**config.mk**
```make
export PLATFORM = sky130hd
export DESIGN_NAME = asram_ctrl
export DESIGN_NICKNAME = d
export VERILOG_FILES = /design/src/rtl/asram_pkg.sv /design/src/rtl/asram_wait_timer.sv /design/src/rtl/asram_seq.sv /design/src/rtl/asram_datapath.sv /design/src/rtl/asram_ctrl.sv
export SDC_FILE = /design/constraint.sdc
export NUM_CORES = 1
export LEC_CHECK = 0
export BUFFER_PORTS_ARGS = -buffer_cell sky130_fd_sc_hd__buf_2
export CAP_MARGIN = 30
export CORE_MARGIN = 10
export CORE_UTILIZATION = 40
export DETAILED_ROUTE_END_ITERATION = 7
export MAX_ROUTING_LAYER = met4
export PLACE_DENSITY = 0.79
export RECOVER_POWER = 100
export SYNTH_ARGS = -nofsm -noshare
export SYNTH_HDL_FRONTEND = slang
export SYNTH_SLANG_ARGS = --single-unit
```
**constraint.sdc**
```tcl
create_clock -name clk -period 1.6 [get_ports clk]
set_clock_uncertainty 0.05 [all_clocks]
set_input_delay 0.08 -clock clk [delete_from_list [all_inputs] [get_ports clk]]
set_output_delay 0.08 -clock clk [all_outputs]
set_load 0.02 [all_outputs]
```
**src/rtl/asram_pkg.sv**
```systemverilog
`timescale 1ns/1ps
package asram_pkg;

  // One-hot so every pin is decoded from a single flop.
  typedef enum logic [4:0] {
    ST_IDLE   = 5'b00001,
    ST_READ   = 5'b00010,
    ST_WSETUP = 5'b00100,
    ST_WPULSE = 5'b01000,
    ST_WHOLD  = 5'b10000
  } ctl_state_e;

  // Whole clock cycles needed to cover t_ps, never less than one.
  function automatic int unsigned cycles_for(input int unsigned t_ps,
                                             input int unsigned clk_ps);
    int unsigned n;
    if (clk_ps == 0) return 1;
    n = (t_ps + clk_ps - 1) / clk_ps;
    return (n == 0) ? 1 : n;
  endfunction

  function automatic int unsigned max_u(input int unsigned a, input int unsigned b);
    return (a > b) ? a : b;
  endfunction

  // Counter width able to hold values 0 .. n-1.
  function automatic int unsigned count_bits(input int unsigned n);
    return (n <= 2) ? 1 : $clog2(n);
  endfunction

endpackage

```
**src/rtl/asram_wait_timer.sv**
```systemverilog
`timescale 1ns/1ps
module asram_wait_timer #(
  parameter int unsigned CW = 2
) (
  input  logic          clk,
  input  logic          rst_n,
  input  logic          load,
  input  logic [CW-1:0] load_val,
  output logic          expired
);

  logic [CW-1:0] remain_q;

  always_ff @(posedge clk or negedge rst_n) begin
    if (!rst_n) begin
      remain_q <= '0;
    end else if (load) begin
      remain_q <= load_val;
    end else if (remain_q != '0) begin
      remain_q <= remain_q - 1'b1;
    end
  end

  assign expired = (remain_q == '0);

endmodule

```
**src/rtl/asram_seq.sv**
```systemverilog
`timescale 1ns/1ps
module asram_seq
  import asram_pkg::*;
#(
  parameter int unsigned RD_CYC = 1,
  parameter int unsigned WR_CYC = 1,
  parameter int unsigned CW     = 1
) (
  input  logic          clk,
  input  logic          rst_n,
  input  logic          req_valid,
  input  logic          req_write,
  input  logic          tmr_expired,
  output logic          tmr_load,
  output logic [CW-1:0] tmr_val,
  output logic          accept,
  output logic          capture,
  output logic          idle,
  output logic          sel_act,
  output logic          oe_act,
  output logic          we_act,
  output logic          drv_act
);

  ctl_state_e state_q, state_d;

  assign accept = (state_q == ST_IDLE) && req_valid;

  always_comb begin
    state_d  = state_q;
    tmr_load = 1'b0;
    tmr_val  = '0;
    capture  = 1'b0;
    unique case (state_q)
      ST_IDLE: begin
        if (req_valid) begin
          if (req_write) begin
            state_d = ST_WSETUP;
          end else begin
            state_d  = ST_READ;
            tmr_load = 1'b1;
            tmr_val  = CW'(RD_CYC - 1);
          end
        end
      end
      ST_READ: begin
        if (tmr_expired) begin
          capture = 1'b1;
          state_d = ST_IDLE;
        end
      end
      ST_WSETUP: begin
        state_d  = ST_WPULSE;
        tmr_load = 1'b1;
        tmr_val  = CW'(WR_CYC - 1);
      end
      ST_WPULSE: begin
        if (tmr_expired) state_d = ST_WHOLD;
      end
      ST_WHOLD: begin
        state_d = ST_IDLE;
      end
      default: state_d = ST_IDLE;
    endcase
  end

  always_ff @(posedge clk or negedge rst_n) begin
    if (!rst_n) state_q <= ST_IDLE;
    else        state_q <= state_d;
  end

  assign idle    = (state_q == ST_IDLE);
  assign sel_act = (state_q != ST_IDLE);
  assign oe_act  = (state_q == ST_READ);
  assign we_act  = (state_q == ST_WPULSE);
  assign drv_act = (state_q == ST_WPULSE) || (state_q == ST_WHOLD);

  // a taken request makes the controller busy in the next cycle
  p_busy_after_accept_r2: assert property (@(posedge clk) disable iff (!rst_n)
    accept |=> !idle);

  // the strobe phase is always entered from the setup phase
  p_pulse_after_setup_r4: assert property (@(posedge clk) disable iff (!rst_n)
    $rose(we_act) |-> $past(sel_act) && !$past(we_act) && !$past(drv_act));

endmodule

```
**src/rtl/asram_datapath.sv**
```systemverilog
`timescale 1ns/1ps
module asram_datapath #(
  parameter int unsigned AW = 17,
  parameter int unsigned DW = 8
) (
  input  logic          clk,
  input  logic          rst_n,
  input  logic          accept,
  input  logic          capture,
  input  logic [AW-1:0] in_addr,
  input  logic [DW-1:0] in_wdata,
  input  logic [DW-1:0] pad_in,
  output logic [AW-1:0] addr_q,
  output logic [DW-1:0] wdata_q,
  output logic [DW-1:0] rdata_q,
  output logic          rvalid_q
);

  always_ff @(posedge clk or negedge rst_n) begin
    if (!rst_n) begin
      addr_q  <= '0;
      wdata_q <= '0;
    end else if (accept) begin
      addr_q  <= in_addr;
      wdata_q <= in_wdata;
    end
  end

  always_ff @(posedge clk or negedge rst_n) begin
    if (!rst_n) begin
      rdata_q  <= '0;
      rvalid_q <= 1'b0;
    end else begin
      rvalid_q <= capture;
      if (capture) rdata_q <= pad_in;
    end
  end

  // a response strobe lasts one cycle
  p_rvalid_single_r9: assert property (@(posedge clk) disable iff (!rst_n)
    rvalid_q |=> !rvalid_q);

  // read data is held between responses
  p_rdata_held_r9: assert property (@(posedge clk) disable iff (!rst_n)
    !rvalid_q && $past(rst_n) |-> $stable(rdata_q));

endmodule

```
**src/rtl/asram_ctrl.sv**
```systemverilog
`timescale 1ns/1ps
module asram_ctrl
  import asram_pkg::*;
#(
  parameter int unsigned AW            = 17,
  parameter int unsigned DW            = 8,
  parameter int unsigned CLK_PERIOD_PS = 20000,
  parameter int unsigned T_ACC_PS      = 12000,
  parameter int unsigned T_OE_PS       = 6000,
  parameter int unsigned T_WP_PS       = 12000
) (
  input  logic          clk,
  input  logic          rst_n,
  input  logic          req_valid,
  output logic          req_ready,
  input  logic          req_write,
  input  logic [AW-1:0] req_addr,
  input  logic [DW-1:0] req_wdata,
  output logic          rsp_valid,
  output logic [DW-1:0] rsp_data,
  output logic [AW-1:0] mem_addr,
  output logic          mem_ce1_n,
  output logic          mem_ce2,
  output logic          mem_we_n,
  output logic          mem_oe_n,
  output logic [DW-1:0] mem_dq_o,
  output logic          mem_dq_oe,
  input  logic [DW-1:0] mem_dq_i
);

  localparam int unsigned RD_CYC = cycles_for(max_u(T_ACC_PS, T_OE_PS), CLK_PERIOD_PS);
  localparam int unsigned WR_CYC = cycles_for(T_WP_PS, CLK_PERIOD_PS);
  localparam int unsigned CW     = count_bits(max_u(RD_CYC, WR_CYC));

  logic          accept, capture, idle;
  logic          sel_act, oe_act, we_act, drv_act;
  logic          tmr_load, tmr_expired;
  logic [CW-1:0] tmr_val;
  logic [AW-1:0] addr_q;
  logic [DW-1:0] wdata_q;

  asram_seq #(.RD_CYC(RD_CYC), .WR_CYC(WR_CYC), .CW(CW)) u_seq (
    .clk        (clk),
    .rst_n      (rst_n),
    .req_valid  (req_valid),
    .req_write  (req_write),
    .tmr_expired(tmr_expired),
    .tmr_load   (tmr_load),
    .tmr_val    (tmr_val),
    .accept     (accept),
    .capture    (capture),
    .idle       (idle),
    .sel_act    (sel_act),
    .oe_act     (oe_act),
    .we_act     (we_act),
    .drv_act    (drv_act)
  );

  asram_wait_timer #(.CW(CW)) u_timer (
    .clk     (clk),
    .rst_n   (rst_n),
    .load    (tmr_load),
    .load_val(tmr_val),
    .expired (tmr_expired)
  );

  asram_datapath #(.AW(AW), .DW(DW)) u_dp (
    .clk     (clk),
    .rst_n   (rst_n),
    .accept  (accept),
    .capture (capture),
    .in_addr (req_addr),
    .in_wdata(req_wdata),
    .pad_in  (mem_dq_i),
    .addr_q  (addr_q),
    .wdata_q (wdata_q),
    .rdata_q (rsp_data),
    .rvalid_q(rsp_valid)
  );

  assign req_ready = idle;
  assign mem_addr  = addr_q;
  assign mem_ce1_n = ~sel_act;
  assign mem_ce2   = sel_act;
  assign mem_oe_n  = ~oe_act;
  assign mem_we_n  = ~we_act;
  assign mem_dq_o  = wdata_q;
  assign mem_dq_oe = drv_act;

  // idle means deselected, strobes high, pad released
  p_idle_pins_r1: assert property (@(posedge clk) disable iff (!rst_n)
    req_ready |-> mem_ce1_n && !mem_ce2 && mem_we_n && mem_oe_n && !mem_dq_oe);

  // output enable only with both selects active and no write strobe
  p_read_enables_r3: assert property (@(posedge clk) disable iff (!rst_n)
    !mem_oe_n |-> !mem_ce1_n && mem_ce2 && mem_we_n);

  // the write strobe is only low with the selects active and data driven
  p_strobe_drive_r4: assert property (@(posedge clk) disable iff (!rst_n)
    !mem_we_n |-> !mem_ce1_n && mem_ce2 && mem_dq_oe);

  // pad drivers only while the memory outputs are off
  p_no_overlap_r5: assert property (@(posedge clk) disable iff (!rst_n)
    mem_dq_oe |-> mem_oe_n);

  // output enable high for a full cycle before drivers turn on
  p_oe_lead_r5: assert property (@(posedge clk) disable iff (!rst_n)
    $rose(mem_dq_oe) |-> $past(mem_oe_n));

  // address and data held across the rising write strobe
  p_we_rise_hold_r6: assert property (@(posedge clk) disable iff (!rst_n)
    $rose(mem_we_n) |-> mem_dq_oe && $stable(mem_addr) && $stable(mem_dq_o));

endmodule

```
==> out/results.ini <==
[global_routing]
gr-usage-all-layers_pct=12.9
globalRoute.totalOverflow=0
grt_pass1_vias=1325
grt_max_degree=21
grt_pass1_wl_microns=6620
antenna_found_initial=0

[critical_path]
cp_num_buf_inv=1
critPathLaunchType=flip-flop
crit_slowest_cell=dfrtp_1
critPathKind=flip-flop to flip-flop
cp_max_fo=13
slowest_delay_ns=0.41
cp-end-kind=flip-flop
cp.arrival_ns=1.65
cp_cell_sequence=nor2_2 -> and4_4 -> buf_8 -> mux2_2
path_delay_family=simple AND/OR/NAND/NOR gates
crit_required_ns=1.72

[clock_network]
numCtsBuffers=5
ctsHtreeMaxLevel=2
clock-root-buffer=clkbuf_8
cts_buffer_depth=2
cts_tree=built
clk_pin_slew_ns=0.07
clock_latency_ns=0.28
cts.sinks=39

[synth]
yosys_warnings=0
synth_top_area_cell=dfrtp_1
synth_cells=95
synth.distinct_cells=18
synthTopCellsByArea=dfrtp_1 61%, mux2_4 16%, mux2_2 11%
yosys.area.top_type_share_pct=60.7
ys_ff_latch=39
syn_area_sq_um=1570
syn_area_per_cell_sq_um=16.5
syn_nets=132
ys_seq_area_share_pct=62.3

[finish]
final_nets=248
syn_to_final_growth_pct=55.9
fill_cells=301
regArea_sq_um=977
stdcell_area_sq_um=2440
drive_gt1_share_pct=43.4
fin_cells=260
multi_input_area_sq_um=533
final_util_pct=65.8
antenna_cells=0

[sta]
worst_pin_slew_ns=0.458
max_slew_margin_pct=69.5
grt_setup_unrepaired=no
finalHoldViolCount=0
post-route-period-util_pct=95.8
setup_viol=0
final.min_clock_period_ns=1.53
fmax_mhz=653
setup_tns_ns=0
setup_ws_ns=0.0679
final_max_slew_viol_count=0

[detailed_routing]
vias_per_cell=4.53
drt_wl_total_microns=4310
avgRoutedWirePerCell_microns=16.6
drt_pre_antenna_iters=2
num_vias=1177
first_iter_violations=21
drc=0
ant_nets=0

[floorplan]
dieArea_sq_um=6820
die_h_microns=82.6
die_w_microns=82.6
std_cell_rows=22
start_util_pct=42.2
io_pins=77
core_area_sq_um=3720

[place]
portBuffers=76
place_congestion=0.752
place_inst=218
dp_hpwl_microns=2800
dp_slack_ns=-0.0210
placed_cell_area_sq_um=1980

[flow_run]
cap_viol_max_count=0

[worst_hold_path]
hold_class=primary input to flip-flop

[outcome]
status=complete, no violations

[pwr]
power.density_nw_per_um2=1830
ir_drop_mv=0.935
power_leakage_uw=0.00114

[flip-flops by register name (all words and copies together), names as in the netlist]
signal         flops
u_dp.addr_q       17
u_dp.rvalid_q      1
u_dp.wdata_q       8
u_seq.state_q      5
u_dp.rdata_q       8
[worst paths after layout]
check                             endpoint  cells after the start              from  slack (ns)
hold / removal              u_dp.addr_q[9]                      2       req_addr[9]        0.01
setup reg to reg           u_dp.wdata_q[4]                      4  u_seq.state_q[1]        0.07
hold reg to reg            u_dp.wdata_q[5]                      1   u_dp.wdata_q[5]        0.46
setup / recovery           u_dp.wdata_q[4]                      4  u_seq.state_q[1]        0.07
max in group asynchronous  u_dp.wdata_q[4]                      3             rst_n        0.47
min in group asynchronous   u_dp.addr_q[3]                      2             rst_n        0.24
[cell usage in the layout (no fill, tap or decap)]
master and instances:
buf_4 1, and4_4 1, and3_4 1, buf_2 42, mux2_4 17, inv_1 3, mux2_2 16, nor2b_1 1
clkbuf_1 34, buf_12 1, clkbuf_2 1, bufinv_16 2, clkbuf_8 5, dfstp_2 1, nor2_1 3, nor3_1 1
xnor2_1 1, buf_8 1, clkinvlp_4 1, and2_1 1, nor4_1 1, dfrtp_1 38, and3_1 3, dlygate4sd3_1 34
nor2_2 2
[layer usage]
layer	vias to the layer above	global-route usage (%)	part of all wire [%]	routed length [microns]
met5	-	-	0	0
met4	0	5.52	1.4	59
met3	4	3.35	8.9	386
met2	54	22.3	50	2180
met1	567	13.6	39	1690
li1	552	-	-	-
[power by group]
group	switching [uW]	internal, uW
sequential	247	1420
combinational	1060	810
clock	324	621
total	1630	2850
[final cells by class]
cell class                      instances  share of cell area (%)
Sequential cell                        39                    40.0
Timing Repair Buffer                  114                    29.7
Multi-Input combinational cell         48                    21.8
Clock buffer                            5                    2.82
Clock inverter                          3                    2.76
Tap cell                               48                    2.46
Inverter                                3                   0.461
[cells by family (layout without fill, tap and decap cells)]
group,after synthesis,count (layout),synth area share (%)
XOR/XNOR,1,1,0.559
buffers and inverters,8,125,4.47
flip-flops,39,39,62.3
multiplexers,33,33,27.8
AND/OR/NAND/NOR,14,14,4.87
[cells in the mapped netlist]
cell and instances:
and3_1 4, xnor2_1 1, dfrtp_1 38, nor3_1 1, buf_12 1, buf_2 1
and2_1 1, buf_8 1, mux2_2 16, nor2_1 5, nor2b_1 1, nor4_1 1
inv_1 3, and4_1 1, mux2_4 17, dfstp_2 1, buf_6 1, buf_4 1
[stage by stage]
step | total power, uW | hold slack (ns)
after floorplan | 2930 | -0.266
after global placement | 3510 | -0.00720
after detailed placement | 3550 | -0.00192
after CTS | 4580 | 0.00381
after global routing | 4740 | 0.00192
final | 4480 | 0.0109
[timing repair]
item | 4_1_cts | 5_1_grt
hold endpoints to repair | 52 | 0
hold buffers | 34 | 0
setup buffers | 0 | 0
resized for setup | 1 | 10
endpoints found under the setup margin | 9 | 26
gates cloned | 0 | 0
pin swaps | 0 | 1
No activity file was read; power rests on OpenSTA's default activity.
